===== src/rtl/flash_esel_pkg.sv =====
package flash_esel_pkg;

  typedef enum logic [1:0] {
    RD_NONE = 2'd0,
    RD_LO   = 2'd1,
    RD_HI   = 2'd2,
    RD_STAT = 2'd3
  } esel_rd_e;

endpackage


===== src/rtl/esel_decode.sv =====
module esel_decode #(
  parameter int ADDR_W    = 4,
  parameter int ADDR_LO   = 0,
  parameter int ADDR_HI   = 1,
  parameter int ADDR_STAT = 2
) (
  input  logic [ADDR_W-1:0]         addr_i,
  input  logic                      we_i,
  input  logic                      wr_allow_i,
  output logic                      wr_lo_o,
  output logic                      wr_hi_o,
  output flash_esel_pkg::esel_rd_e  rd_sel_o
);
  import flash_esel_pkg::*;

  localparam logic [ADDR_W-1:0] A_LO = ADDR_W'(ADDR_LO);
  localparam logic [ADDR_W-1:0] A_HI = ADDR_W'(ADDR_HI);
  localparam logic [ADDR_W-1:0] A_ST = ADDR_W'(ADDR_STAT);

  logic hit_lo, hit_hi, hit_st;

  always_comb begin
    hit_lo = (addr_i == A_LO);
    hit_hi = (addr_i == A_HI);
    hit_st = (addr_i == A_ST);
    wr_lo_o = we_i && wr_allow_i && hit_lo;
    wr_hi_o = we_i && wr_allow_i && hit_hi;
    if (hit_lo)      rd_sel_o = RD_LO;
    else if (hit_hi) rd_sel_o = RD_HI;
    else if (hit_st) rd_sel_o = RD_STAT;
    else             rd_sel_o = RD_NONE;
  end

endmodule


===== src/rtl/esel_sel_regs.sv =====
module esel_sel_regs #(
  parameter int DATA_W   = 8,
  parameter int SEL_LO_W = 8,
  parameter int SEL_HI_W = 8,
  localparam int SEL_W   = SEL_LO_W + SEL_HI_W
) (
  input  logic                clk,
  input  logic                clr_i,
  input  logic                wr_lo_i,
  input  logic                wr_hi_i,
  input  logic [DATA_W-1:0]   wdata_i,
  output logic [SEL_LO_W-1:0] sel_lo_o,
  output logic [SEL_HI_W-1:0] sel_hi_o,
  output logic [SEL_W-1:0]    sel_next_o
);

  logic [SEL_LO_W-1:0] lo_q, lo_cand;
  logic [SEL_HI_W-1:0] hi_q, hi_cand;
  logic [SEL_W-1:0]    cand, nxt;
  logic                multi;

  always_comb begin
    lo_cand = wr_lo_i ? wdata_i[SEL_LO_W-1:0] : lo_q;
    hi_cand = wr_hi_i ? wdata_i[SEL_HI_W-1:0] : hi_q;
    cand    = {hi_cand, lo_cand};
    multi   = ($countones(cand) > 1);
    if (clr_i || multi) nxt = '0;
    else                nxt = cand;
  end

  always_ff @(posedge clk) begin
    lo_q <= nxt[SEL_LO_W-1:0];
    hi_q <= nxt[SEL_W-1:SEL_LO_W];
  end

  assign sel_lo_o   = lo_q;
  assign sel_hi_o   = hi_q;
  assign sel_next_o = nxt;

endmodule


===== src/rtl/esel_err_flag.sv =====
module esel_err_flag (
  input  logic clk,
  input  logic clr_i,
  input  logic evt_i,
  output logic flag_o,
  output logic flag_next_o
);

  logic flag_q, nxt;

  always_comb begin
    if (clr_i) nxt = 1'b0;
    else       nxt = flag_q | evt_i;
  end

  always_ff @(posedge clk) flag_q <= nxt;

  assign flag_o      = flag_q;
  assign flag_next_o = nxt;

endmodule


===== src/rtl/flash_erase_sel.sv =====
module flash_erase_sel #(
  parameter int ADDR_W    = 4,
  parameter int DATA_W    = 8,
  parameter int SEL_LO_W  = 8,
  parameter int SEL_HI_W  = 8,
  parameter int ADDR_LO   = 0,
  parameter int ADDR_HI   = 1,
  parameter int ADDR_STAT = 2,
  localparam int SEL_W    = SEL_LO_W + SEL_HI_W
) (
  input  logic              clk,
  input  logic              rst,
  input  logic              hw_standby_i,
  input  logic              sw_standby_i,
  input  logic              wr_pin_i,
  input  logic              sw_wen_i,
  input  logic              flash_en_i,
  input  logic              err_evt_i,
  input  logic [ADDR_W-1:0] bus_addr_i,
  input  logic              bus_we_i,
  input  logic [DATA_W-1:0] bus_wdata_i,
  output logic [DATA_W-1:0] bus_rdata_o,
  output logic [SEL_W-1:0]  blk_sel_o,
  output logic              erase_permit_o,
  output logic              err_protect_o
);
  import flash_esel_pkg::*;

  logic                sel_clr, err_clr, wr_allow;
  logic                wr_lo, wr_hi;
  esel_rd_e            rd_sel;
  logic [SEL_LO_W-1:0] sel_lo;
  logic [SEL_HI_W-1:0] sel_hi;
  logic [SEL_W-1:0]    sel_next;
  logic                err_q, err_next;
  logic [DATA_W-1:0]   rd_lo, rd_hi, rd_st, rd_nxt;
  logic                permit_q;
  logic [DATA_W-1:0]   rdata_q;

  always_comb begin
    sel_clr  = rst || hw_standby_i || sw_standby_i || !wr_pin_i || !sw_wen_i;
    err_clr  = rst || hw_standby_i;
    wr_allow = flash_en_i && !err_q && !err_evt_i;
  end

  esel_decode #(
    .ADDR_W(ADDR_W), .ADDR_LO(ADDR_LO), .ADDR_HI(ADDR_HI), .ADDR_STAT(ADDR_STAT)
  ) u_dec (
    .addr_i(bus_addr_i), .we_i(bus_we_i), .wr_allow_i(wr_allow),
    .wr_lo_o(wr_lo), .wr_hi_o(wr_hi), .rd_sel_o(rd_sel)
  );

  esel_sel_regs #(
    .DATA_W(DATA_W), .SEL_LO_W(SEL_LO_W), .SEL_HI_W(SEL_HI_W)
  ) u_regs (
    .clk(clk), .clr_i(sel_clr), .wr_lo_i(wr_lo), .wr_hi_i(wr_hi),
    .wdata_i(bus_wdata_i), .sel_lo_o(sel_lo), .sel_hi_o(sel_hi),
    .sel_next_o(sel_next)
  );

  esel_err_flag u_err (
    .clk(clk), .clr_i(err_clr), .evt_i(err_evt_i),
    .flag_o(err_q), .flag_next_o(err_next)
  );

  always_comb begin
    rd_lo = '0;
    rd_hi = '0;
    rd_st = '0;
    rd_lo[SEL_LO_W-1:0] = sel_lo;
    rd_hi[SEL_HI_W-1:0] = sel_hi;
    rd_st[DATA_W-1]     = err_q;
    case (rd_sel)
      RD_LO:   rd_nxt = flash_en_i ? rd_lo : '0;
      RD_HI:   rd_nxt = flash_en_i ? rd_hi : '0;
      RD_STAT: rd_nxt = rd_st;
      default: rd_nxt = '0;
    endcase
  end

  always_ff @(posedge clk) begin
    if (rst) begin
      rdata_q  <= '0;
      permit_q <= 1'b0;
    end else begin
      rdata_q  <= rd_nxt;
      permit_q <= (|sel_next) && !err_next;
    end
  end

  assign bus_rdata_o    = rdata_q;
  assign blk_sel_o      = {sel_hi, sel_lo};
  assign erase_permit_o = permit_q;
  assign err_protect_o  = err_q;

endmodule


===== config.mk =====
export PLATFORM = sky130hd
export DESIGN_NAME = flash_erase_sel
export DESIGN_NICKNAME = d
export VERILOG_FILES = /design/src/rtl/flash_esel_pkg.sv /design/src/rtl/esel_decode.sv /design/src/rtl/esel_sel_regs.sv /design/src/rtl/esel_err_flag.sv /design/src/rtl/flash_erase_sel.sv
export SDC_FILE = /design/constraint.sdc
export NUM_CORES = 1
export LEC_CHECK = 0
export BUFFER_PORTS_ARGS = -buffer_cell sky130_fd_sc_hd__buf_2
export CORE_MARGIN = 2
export CORE_UTILIZATION = 51
export CTS_CLUSTER_SIZE = 28
export DETAILED_ROUTE_END_ITERATION = 10
export HOLD_SLACK_MARGIN = 0.15
export PLACE_DENSITY = 0.9
export SYNTH_ARGS = -nofsm -noshare
export SYNTH_HDL_FRONTEND = slang
export SYNTH_HIERARCHICAL = 1
export SYNTH_SLANG_ARGS = --single-unit

===== constraint.sdc =====
create_clock -name clk -period 7.7 [get_ports clk]
set_clock_uncertainty 0.15 [all_clocks]
set_input_delay 0 -clock clk [delete_from_list [all_inputs] [get_ports clk]]
set_output_delay 0 -clock clk [all_outputs]
set_load 0.01 [all_outputs]

## Yosys cells after proc, flatten, opt, wreduce, memory -nomap -nowiden

Cells that the tools add are included.

- $lt $le $gt $ge: 1
- Muxes and demuxes: 10
- Reductions and logical operators: 18
- Equal/unequal tests: 5
- Bitwise gates (word level): 1
- $add $sub $neg: 15

Operator list:

| cell | count |
|---|---|
| $add 32x32->32 | 7 |
| $gt 32x2->1 const B | 1 |
| $mux 8 | 4 |
| $pmux 8 s3 | 1 |
| $add 1x1->2 | 8 |
| $mux 16 | 1 |
| $reduce_or 16->1 | 1 |
| $logic_and 1x1->1 | 6 |
| $mux 2 | 3 |
| $logic_not 1->1 | 5 |
| $logic_or 1x1->1 | 5 |
| $eq 2x2->1 const B | 2 |
| $eq 4x1->1 const B | 1 |
| $eq 4x2->1 const B | 1 |
| $logic_not 4->1 | 1 |
| $eq 2x1->1 const B | 1 |
| $mux 1 | 1 |
| $or 1x1->1 | 1 |

- Bits of input ports: 21
- Logic and storage cells: 55
- Flip-flop bits (word level): 26

## Depth between registers and ports, before layout

Gate-level depths: netlist (run 1).

- Depth in word-level cells: 15
- Gate-level depth with buffers: 21
- Depth with buffers taken out: 19

## Cells and area by module

The synthesis (run 1) kept the hierarchy.

By module, submodules not included:

| module | area an instance (um^2) | cells each | times used |
|---|---|---|---|
| esel_sel_regs | 1071.0 | 91 | 1 |
| flash_erase_sel | 426.7 | 47 | 1 |
| esel_decode | 60.1 | 6 | 1 |
| esel_err_flag | 30.0 | 2 | 1 |

## Worst setup path before layout (run 1)

Ideal clock, no wire load.

- Path type: reg2reg
- From: register u_err.flag_q (netlist: u_err/flag_o)
- To: register permit_q (netlist: erase_permit_o)
- Arrival time: 5.732 ns
- Stages on the path, launching flop included: 21
- Setup time: 0.140 ns
- Period minus slack after synthesis: 6.022 ns
- Setup slack: 1.678 ns
- Path buffers: 2
- Cell sequence: dfxtp_1 -> nor3b_1 -> nand3b_4 -> nor4_1 -> clkbuf_1 -> mux2_2 -> fa_1 -> fa_1 -> inv_1 -> fa_1 -> inv_1 -> ha_1 -> inv_1 -> fa_1 -> inv_1 -> fa_1 -> a31oi_1 -> clkbuf_1 -> nor3_1 -> nor4_1 -> a41oi_1

- Word-level cells in the longest chain between the ends: 15
- Elaborated cells between the ends (all ways): 31
- Those cells by class: add/sub: 15; order compare: 1; mux: 4; bitwise: 1; reduce/logical: 10

Ends and longest elaborated chain:

| element | RTL line | source |
|---|---|---|
| from (decl) | esel_err_flag.sv:9 | `logic flag_q, nxt;` |
| from (signal assigned) | esel_err_flag.sv:16 | `always_ff @(posedge clk) flag_q <= nxt;` |
| $logic_not 1->1 (*) | flash_erase_sel.sv:43 | `wr_allow = flash_en_i && !err_q && !err_evt_i;` |
| $logic_and 1x1->1 (*) (2 in series) | flash_erase_sel.sv:43 |  |
| net wr_allow | flash_erase_sel.sv:29 | `logic sel_clr, err_clr, wr_allow;` |
| $logic_and 1x1->1 (*) (2 in series) | esel_decode.sv:26 | `wr_lo_o = we_i && wr_allow_i && hit_lo;` |
| net wr_lo | flash_erase_sel.sv:30 | `logic wr_lo, wr_hi;` |
| $mux 8 (*) | esel_sel_regs.sv:23 | `lo_cand = wr_lo_i ? wdata_i[SEL_LO_W-1:0] : lo_q;` |
| $add 1x1->2 (implied by the code) | esel_sel_regs.sv:26 | `multi = ($countones(cand) > 1);` |
| $add 32x32->32 (implied by the code) | esel_sel_regs.sv:26 |  |
| $add 32x32->32 (implied by the code) (*) (2 in series) | esel_sel_regs.sv:26 |  |
| $gt 32x2->1 (*) | esel_sel_regs.sv:26 |  |
| $logic_or 1x1->1 (*) | esel_sel_regs.sv:27 | `if (clr_i \|\| multi) nxt = '0;` |
| $mux 16 (*) | esel_sel_regs.sv:27 |  |
| net sel_next[9] | flash_erase_sel.sv:34 | `logic [SEL_W-1:0] sel_next;` |
| $reduce_or 16->1 (*) | flash_erase_sel.sv:87 | `permit_q <= (\|sel_next) && !err_next;` |
| $logic_and 1x1->1 (*) | flash_erase_sel.sv:87 |  |
| to (signal assigned) | flash_erase_sel.sv:87 |  |
| to (decl) | flash_erase_sel.sv:37 | `logic permit_q;` |

The timed path passes the listed nets; every way through them passes the cells marked *.
A chain may end at the register's enable or synchronous reset.

## Final worst setup path (run 1)

- From: register u_err.flag_q (netlist: u_err/flag_o)
- To: register u_regs.hi_q[3] (netlist: u_regs/sel_hi_o[3])

- Word-level cells in the longest chain between the ends: 13
- Elaborated cells between the ends (all ways): 26
- Those cells by class: add/sub: 15; order compare: 1; mux: 3; reduce/logical: 7

Ends and longest elaborated chain:

| element | RTL line | source |
|---|---|---|
| $logic_not 1->1 (*) | flash_erase_sel.sv:43 |  |
| $logic_and 1x1->1 (*) (2 in series) | flash_erase_sel.sv:43 |  |
| net wr_allow | flash_erase_sel.sv:29 |  |
| $logic_and 1x1->1 (*) (2 in series) | esel_decode.sv:26 |  |
| net wr_lo | flash_erase_sel.sv:30 |  |
| $mux 8 (*) | esel_sel_regs.sv:23 |  |
| $add 1x1->2 (implied by the code) | esel_sel_regs.sv:26 |  |
| $add 32x32->32 (implied by the code) | esel_sel_regs.sv:26 |  |
| $add 32x32->32 (implied by the code) (*) (2 in series) | esel_sel_regs.sv:26 |  |
| $gt 32x2->1 (*) | esel_sel_regs.sv:26 |  |
| $logic_or 1x1->1 (*) | esel_sel_regs.sv:27 |  |
| $mux 16 (*) | esel_sel_regs.sv:27 |  |
| net sel_next[11] | flash_erase_sel.sv:34 |  |
| to (signal assigned) | esel_sel_regs.sv:33 | `hi_q <= nxt[SEL_W-1:SEL_LO_W];` |
| to (decl) | esel_sel_regs.sv:18 | `logic [SEL_HI_W-1:0] hi_q, hi_cand;` |

Marked as above.

==> impl_results.md, run 1 <==
- Outcome: completed
- Setup TNS: 0 ps
- Clk sinks: 26
- Worst-path clk slew: 140 ps
- Vias in the first global route: 1473
- Yosys reg bits: 26
- Initial antenna violation count: 0
- Crit path top cell by count: fa_1
- Site row count: 20
- Slew Viols, Final: 0
- Clock Latency Late Sink: 330 ps
- Final critical-path required period: 6440 ps
- Max frequency: 155 MHz
- RR Startpoint: u_err/flag_o
- Vias: 1466
- Max-slew headroom: 71.9%
- CTS tree: done
- Path depth of the worst reg2reg path: 19
- Routed len/inst: 18.1 um
- Number of diodes: 0
- Total power: 0.255 mW
- Total die area: 3580 um2
- Tcrit/Tclk final: 83.7%
- DP Area: 1860 um2
- Worst path required time: 7830 ps
- Routed vias/inst: 5.82
- Port Buf Inserts: 46
- DRC: 0
- Metal2 WL: 2.45 mm
- Router iterations before antenna repair: 4
- Hold Crit Class: in -> reg
- Final setup viols: 0
- Cts bufs inserted: 3
- Width of the die: 59.8 um
- Number of synthesized flops with an enable pin: 0
- Crit path to: u_regs/sel_hi_o[3]
- Routed WL: 4.55 mm
- Startpoint types: flop
- Die Ht: 59.8 um
- First-pass GRT wire length: 7.38 mm
- Final Non-Filler Cells: 252
- Largest net degree at the start of global routing: 18
- H-tree levels: 1
- Syn_area_per_cell: 10.9 um2
- Yosys Warn Count: 6
- Commonest non-fill, non-tap cell in the layout: buf_2
- Cell variety after synth: 31
- Reg-to-reg endpoint: u_regs/sel_hi_o[3]
- HPWL Detailed: 2.66 mm
- CP Data Arrival Time: 6570 ps
- Cell area after synthesis: 1590 um2
- Pwr dens: 118 nW/um2
- Top FF cell, synth: dfxtp_1
- Highest routing layer actually used: met4
- # placed instances: 224
- Worst path max stage delay: 620 ps
- Reg2Reg Setup Slack: 1260 ps
- Post-Syn Instances: 146
- Asr flop ratio synth: 0%
- Gpl congestion: 0.893
- Synth Net Count: 186
- Initial DRC count: 179
- Metal-1 WL: 1.78 mm
- Area Growth Syn to Fin: 35.9%
- CP Cell Sequence: nor3b_1, nand3b_4, nor4_1, buf_4, mux2_2, fa_1, fa_1, inv_1, fa_1, inv_1, ha_1, inv_1, fa_1, inv_1, fa_1, or4_4, a211o_4, nor3_1, dlygate4sd3_1
- Detail Route Antenna Nets: 0
- GRT overflow: 0
- Final instance area: 2160 um2
- CP max FO: 16
- Hold wc startpoint: hw_standby_i
- Max-cap violations: 0
- Maximum VDD drop: 75.5 uV
- Seq/Total Area, Yosys: 32.8%
- CTS root buffer: clkbuf_4
- Met3 wire len: 206 um
- Worst Setup End Kind: flop
- WHS: 270 ps
- IO Count: 47
- Initial Util: 52.9%
- Core area: 3000 um2
- CP max stage cell: dlygate4sd3_1
- GR Util All Layers: 28.3%
- Hold Fails Final Rpt: 0
- Worst Setup SP: u_err/flag_o
- Post-CTS Setup Inserts: 0
- Fin nets: 260
- Clock tree buffer depth: 2
- Worst slew pin tran: 420 ps
- Share of layout cells above drive strength 1: 34.7%
- Commonest non-fill, non-tap cells in the layout: buf_2 (46), dfxtp_1 (26), dlygate4sd3_1 (24)
- Path type of the worst setup path: reg -> reg
- Leakage power: 1.02 nW
- Unrepaired setup endpoints after global routing: false
-- layer usage --
layer	vias up	global-route usage [%]
met1	711	32.2
met4	0	14.9
met5	-	0
met2	77	52.2
li1	670	-
met3	8	1.95
-- cell families (layout without fill, tap and decap cells) --
family	count (synthesis)	after routing	synth area share, %
adder cells (fa/ha/maj)	19	19	19.2
flip-flops	26	26	32.8
XOR/XNOR	3	3	1.66
buffers and inverters	16	89	4.41
AND/OR/NAND/NOR	51	51	24.5
multiplexers	16	16	11.0
AO/OA/AOI/OAI	15	15	6.46
-- how the worst min path moves through the flow --
stage | end | slack [ps] | depth (start not counted)
3_3_place_gp | bus_rdata_o[7] | 60 | 2
4_1_cts | erase_permit_o | 230 | 5
6_report | erase_permit_o | 270 | 5
5_1_grt | erase_permit_o | 310 | 5
3_5_place_dp | bus_rdata_o[7] | 70 | 2
2_1_floorplan | bus_rdata_o[7] | -80 | 1
-- where the power goes --
part           switching (mW)  leakage (nW)  internal [mW]
clock                  0.0411        0.0279         0.0527
combinational          0.0111         0.784         0.0145
sequential           0.000324         0.210          0.135
total                  0.0526          1.02          0.202
-- state kept, by name, indices dropped and copies added, names as in the netlist --
name and count:
bus_rdata_o 8, erase_permit_o 1, u_err/flag_o 1, u_regs/sel_hi_o 8, u_regs/sel_lo_o 8
-- synthesized netlist by cell type, types with 2 or more instances --
library cell,number,share of area (%)
ha_1,10,7.9
nor4_1,5,2.0
fa_1,9,11
nor2b_1,2,0.79
a31oi_1,2,0.79
dfxtp_1,26,33
mux2i_1,5,3.2
nor3b_2,5,3.9
mux2_2,11,7.8
inv_1,10,2.4
nor3b_1,7,3.3
xnor2_1,2,1.1
clkbuf_1,3,0.71
nor3_1,7,2.2
buf_2,2,0.63
a21oi_1,9,2.8
nand2_1,3,0.71
nand3b_1,15,7.1
-- per-stage QoR --
step                      setup WS [ps]  util [%]
after floorplan                    1680         -
after global placement             1680      62.1
after detailed placement           1600      62.1
after CTS                          1400      71.8
after global routing               1100      71.8
final                              1260      71.8
-- cell type report --
cell class                      instances  area, um2
Tap cell                               33       41.3
Sequential cell                        26        520
Clock inverter                          1       30.0
Timing Repair Buffer                   75        508
Inverter                               10       37.5
Fill cell                             184        846
Clock buffer                            3       22.5
Multi-Input combinational cell        104        997
-- worst max-delay path, delay by kind of cell, from the launching register on --
kind                     cells  cell delay (ps)
AO/OA/AOI/OAI                1              370
adder cells (fa/ha/maj)      6             2630
buffers and inverters        6             1100
flip-flops                   1              370
multiplexers                 1              380
AND/OR/NAND/NOR              5             1390
-- repair_timing --
| action | in CTS | in global routing |
|---|---|---|
| resized for setup | 0 | 0 |
| hold buffers | 24 | 0 |
| endpoints found under the hold margin | 26 | 0 |
| endpoints found under the setup margin | 0 | 0 |
No activity file was read; power rests on OpenSTA's default activity.
==> run 2, diff against run 1 <==
--- a/config.mk
+++ b/config.mk
@@ -5,6 +5,7 @@
 export SDC_FILE = /design/constraint.sdc
 export NUM_CORES = 1
 export LEC_CHECK = 0
+export ABC_AREA = 1
 export BUFFER_PORTS_ARGS = -buffer_cell sky130_fd_sc_hd__buf_2
 export CORE_MARGIN = 2
 export CORE_UTILIZATION = 51
==> constraint.sdc (replaced) <==
create_clock -name clk -period 6.35 [get_ports clk]
set_clock_uncertainty 0.15 [all_clocks]
set_input_delay 0 -clock clk [delete_from_list [all_inputs] [get_ports clk]]
set_output_delay 0 -clock clk [all_outputs]
set_load 0.01 [all_outputs]
==> impl_results.md, run 2 <==
- Vias: 1611
- Commonest non-fill, non-tap cells in the layout: nand2_1 (56), buf_2 (46), inv_1 (37)
- Commonest non-fill, non-tap cell in the layout: nand2_1
- Hold endpoint: bus_rdata_o[0]
- Post-CTS resize count: 0
- Worst path required time: 6460 ps
- Top FF cell, synth: dfxtp_1
- Asr flop ratio synth: 0%
- Path type of the worst setup path: reg -> reg
- Largest net degree at the start of global routing: 17
- Seq/Total Area, Yosys: 32.0%
- Number of synthesized flops with an enable pin: 0
- Final critical-path required period: 5330 ps
- Yosys reg bits: 26
- Initial DRC count: 98
- Initial antenna violation count: 0
- Top delay family on crit path: adder cells
- Commonest cells post-synth: nand2_1 (56), inv_1 (37), dfxtp_1 (26)
- Synth top area share: 32.0%
- IO Count: 47
- GRT overflow: 0
- Maximum VDD drop: 46.9 uV
- Most common cell in the netlist: nand2_1
- Cell variety after synth: 22
- CTS root buffer: clkbuf_4
- Share of layout cells above drive strength 1: 26.1%
- HPWL Detailed: 3.14 mm
- Worst Setup End Kind: flop
- Clock Latency Late Sink: 310 ps
- Path depth of the worst reg2reg path: 23
- Detail Route Antenna Nets: 0
- Port Buf Inserts: 46
- Routed WL: 4.04 mm
- Leading area contributor after synthesis: dfxtp_1
- Clk sinks: 26
- Max-slew headroom: 71.6%
- CP Cell Sequence: nor3b_1, nand2_1, inv_1, nand2_1, nor2_1, buf_4, o21ai_0, fa_1, inv_1, fa_1, fa_1, ha_1, fa_1, fa_1, nor2_1, nand2_1, nor2_2, nand2_2, nor2_1, nor2_1, nand2_1, nor2_1, a21oi_1
- Router iterations before antenna repair: 4
- Routed len/inst: 12.4 um
- Total power: 0.260 mW
- Tcrit/Tclk final: 84.0%
- Post-Syn Instances: 221
- Max frequency: 187 MHz
- Worst path max stage delay: 610 ps
- First-pass GRT wire length: 6.76 mm
- Setup TNS: 0 ps
- Hold wc startpoint: bus_addr_i[0]
- Yosys Warn Count: 6
- Filler cell count: 266
- CTS tree: done
- Hold-fix buffers, CTS: 14
- Core area: 3050 um2
- Hold Fails Final Rpt: 0
- Register area: 520 um2
- Total die area: 3650 um2
- CP max FO: 16
- Unrepaired setup endpoints after global routing: false
- Area Growth Syn to Fin: 26.9%
- GR Util All Layers: 25.0%
- Slew Viols, Final: 0
- Multi-input logic area: 925 um2
- Fin nets: 325
- Synth Net Count: 261
- Final setup viols: 0
- Reg2Reg Setup Slack: 1020 ps
- Gpl congestion: 0.869
- Die Ht: 60.5 um
- Worst Path Buf+Inv: 3
- CP max stage cell: fa_1
- Outcome: completed
- Vias in the first global route: 1547
- CP Data Arrival Time: 5440 ps
- Pwr dens: 126 nW/um2
- Site row count: 20
- Number of diodes: 0
- Worst slew pin tran: 421 ps
- Width of the die: 60.5 um
- DRC: 0
- Syn_area_per_cell: 7.35 um2
- H-tree levels: 1
- Max-cap violations: 0
- Routed vias/inst: 4.93
- Startpoint types: flop
- Reg-to-reg endpoint: erase_permit_o
- Clock tree buffer depth: 2
- Synth top area cells: dfxtp_1 (32%), nand2_1 (13%), fa_1 (11%), inv_1 (8.5%), ha_1 (7.7%)
- Initial Util: 53.2%
- Cts bufs inserted: 3
- RR Startpoint: u_err/flag_o
- Cell area after synthesis: 1630 um2
- Post-CTS Setup Inserts: 0
- Hold Crit Class: in -> reg
- Hold Path Cell Cnt: 8
- Leakage power: 1.14 nW
- Worst-path clk slew: 130 ps
run 2: worst register-to-register path: cells and delay by family, from the launching register on:
kind	cells	cell delay, ps
AO/OA/AOI/OAI	2	300
adder cells (fa/ha/maj)	6	2840
buffers and inverters	3	330
flip-flops	1	350
AND/OR/NAND/NOR	12	1320
run 2: kinds of logic (layout without fill, tap and decap cells):
family,count (synthesis),in the layout,synth area share (%)
adders and majority gates,19,19,18.8
and+or+nand+nor,105,105,28.6
DFF,26,26,32.0
buffers and inverters,44,106,11.1
AOI/OAI and AO/OA,25,25,8.39
xor gates and xnor gates,2,2,1.08
run 2: through the flow:
| stage | instances | setup slack, ps | hold WS (ps) | cell area (um2) | utilization (%) |
|---|---|---|---|---|---|
| floorplan | 221 | 1210 | -3.66 | 1630 | - |
| detailed placement | 310 | 1060 | 127 | 1900 | 62.2 |
| CTS | 327 | 1030 | 162 | 2060 | 67.5 |
| finish | 327 | 1020 | 187 | 2060 | 67.5 |
| global route | 327 | 543 | 247 | 2060 | 67.5 |
| global placement | 310 | 1150 | 114 | 1900 | 62.2 |
run 2: cell type report:
class / instances / area share, %
clock buffer: 3 / 1.09
sequential: 26 / 25.2
inverter: 41 / 7.46
tap: 44 / 2.67
multi-input combinational: 151 / 44.8
timing repair buffer: 62 / 18.7
run 2: how the worst max path moves through the flow:
stage          cells after the start             end    startpoint
5_1_grt                           26  erase_permit_o  u_err/flag_o
3_5_place_dp                      23  erase_permit_o  u_err/flag_o
4_1_cts                           23  erase_permit_o  u_err/flag_o
3_3_place_gp                      26  erase_permit_o  u_err/flag_o
2_1_floorplan                     27  erase_permit_o  u_err/flag_o
6_report                          23  erase_permit_o  u_err/flag_o
run 2: per-layer routing:
layer  global-route usage [%]  vias up  wire [um]
li1                         -      791          -
met1                     31.2      733       1670
met2                     43.3       75       1960
met3                     2.56       12        306
met4                     11.8        0        111
met5                        0        -          0
run 2: report_power, final:
part / internal (mW) / leakage, nW / switching (mW) / total (mW)
clock network: 0.0222 / 0.0138 / 0.0448 / 0.0670
logic: 0.0144 / 0.917 / 0.0153 / 0.0297
registers: 0.163 / 0.209 / 0.000302 / 0.164
==> run 3, diff against run 2 <==
--- a/config.mk
+++ b/config.mk
@@ -5,7 +5,7 @@
 export SDC_FILE = /design/constraint.sdc
 export NUM_CORES = 1
 export LEC_CHECK = 0
-export ABC_AREA = 1
+export ABC_AREA = 0
 export BUFFER_PORTS_ARGS = -buffer_cell sky130_fd_sc_hd__buf_2
 export CORE_MARGIN = 2
 export CORE_UTILIZATION = 51
==> constraint.sdc (replaced) <==
create_clock -name clk -period 5.2 [get_ports clk]
set_clock_uncertainty 0.15 [all_clocks]
set_input_delay 0 -clock clk [delete_from_list [all_inputs] [get_ports clk]]
set_output_delay 0 -clock clk [all_outputs]
set_load 0.01 [all_outputs]
==> impl_results.md, run 3 (same netlist as run 1, synthesis figures left out) <==
- Hold endpoint: bus_rdata_o[6]
- First-pass GRT wire length: 8.94 mm
- Hold Crit Class: in -> reg
- Outcome: finished, violations left
- Post-layout util: 86.0%
- Routed WL: 7.31 mm
- Fin nets: 294
- Worst Setup End Kind: flop
- Vias in the first global route: 1641
- Router iterations before antenna repair: 5
- Total die area: 3580 um2
- Die Ht: 59.8 um
- Path type of the worst setup path: reg -> reg
- Vias: 1822
- Max-cap violations: 0
- Commonest non-fill, non-tap cell in the layout: buf_2
- Tcrit/Tclk final: 121%
- GR Util All Layers: 35.0%
- Commonest non-fill, non-tap cells in the layout: buf_2 (46), buf_4 (39), dfxtp_1 (25)
- Routed vias/inst: 6.37
- Hold wc startpoint: bus_addr_i[3]
- Clock tree buffer depth: 2
- Detail Route Antenna Nets: 0
- PnR worst setup slack: -1100 ps
- Clk sinks: 26
- Core area: 3000 um2
- DRC: 0
- HPWL Detailed: 3.14 mm
- Pwr dens: 140 nW/um2
- Area Growth Syn to Fin: 62.6%
- Number of diodes: 0
- Setup TNS: -14360 ps
- Worst path required time: 5320 ps
- Share of layout cells above drive strength 1: 52.6%
- Leakage power: 1.20 nW
- Final critical-path required period: 6300 ps
- Failing checks: negative setup slack
- DP Area: 2070 um2
- Cts bufs inserted: 3
- Reg2Reg Setup Slack: -1100 ps
- Final instance area: 2580 um2
- Hold Path Cell Cnt: 6
- Path depth of the worst reg2reg path: 19
- Max-slew headroom: 62.0%
- Worst-path clk slew: 150 ps
- Final setup viols: 17
- Routed len/inst: 25.6 um
- IO Count: 47
- RR Startpoint: u_err/flag_o
- Clock Latency Late Sink: 340 ps
- Worst slew pin tran: 555 ps
- H-tree levels: 1
- CTS root buffer: clkbuf_4
- GRT overflow: 0
- Initial DRC count: 166
- CP Data Arrival Time: 6420 ps
- Unrepaired setup endpoints after global routing: true
- CP max FO: 7
- Worst Setup SP: u_err/flag_o
- Slew Viols, Final: 0
- Reg-to-reg endpoint: erase_permit_o
- Hold Fails Final Rpt: 0
- Startpoint types: flop
- Port Buf Inserts: 46
- Initial antenna violation count: 0
- Place WS: -604 ps
- CTS tree: done
- Site row count: 20
- Gpl congestion: 0.853
- Width of the die: 59.8 um
- Largest net degree at the start of global routing: 18
- Maximum VDD drop: 79.3 uV
- Max frequency: 159 MHz
- Initial Util: 52.9%
run 3: cell count changes in the layout (fill, tap and decap cells not counted), moves of 8 or more:
cell	change
nor2_2	-12
dlygate4sd3_1	+8
nand3b_1	+15
buf_4	+37
nor2_1	-25
nand2_1	-53
o21ai_0	-13
mux2_2	+9
inv_1	-30
run 3: worst max-delay path, stage by stage (launching register included):
cell      delay (ps)
dfxtp_2          380
nor3b_4          300
nand3b_4         160
nor4b_4          300
buf_4            220
mux2i_2          310
buf_4            190
fa_1             400
inv_1             90
fa_1             440
fa_1             510
ha_1             250
fa_2             570
fa_1             420
or4_4            440
a211o_4          390
buf_4            170
nor3b_4          240
nor4_1           100
a41oi_1          200
run 3: through the flow:
stage          instances  power, mW  hold WS [ps]
5_1_grt              286      0.370           297
4_1_cts              276      0.345           160
2_1_floorplan        146      0.217         -77.9
3_3_place_gp         247      0.234          64.9
3_5_place_dp         247      0.235          60.1
6_report             286      0.360           299
run 3: worst max-delay path by stage:
stage / end / depth (start not counted) / slack [ps]
after global placement: erase_permit_o / 20 / -530
final: erase_permit_o / 19 / -1100
after CTS: erase_permit_o / 21 / -590
after global routing: erase_permit_o / 19 / -1180
after detailed placement: erase_permit_o / 20 / -600
after floorplan: erase_permit_o / 21 / -430
run 3: per-layer routing:
metal	GRT usage (%)	wire length [um]
met4	19.7	416
met3	5.19	725
met2	59.3	3410
met5	0	0
met1	41.9	2760
run 3: final cells by class:
class	instances	area [um2]
Timing Repair Buffer	108	754
Fill cell	134	422
Multi-Input combinational cell	105	1190
Clock buffer	4	36.3
Tap cell	33	41.3
Inverter	10	37.5
Sequential cell	26	522
run 3: where the power goes:
part | internal [mW] | total (mW) | switching (mW)
clock | 0.0430 | 0.108 | 0.0648
combinational | 0.0279 | 0.0522 | 0.0243
sequential | 0.200 | 0.201 | 0.000621
run 3: what timing repair did:
action,4_1_cts,5_1_grt
hold endpoints to repair,22,0
hold buffers,22,0
endpoints found under the setup margin,17,17
setup buffers,3,10
resized for setup,12,19
gates cloned,1,0
pin swaps,2,12
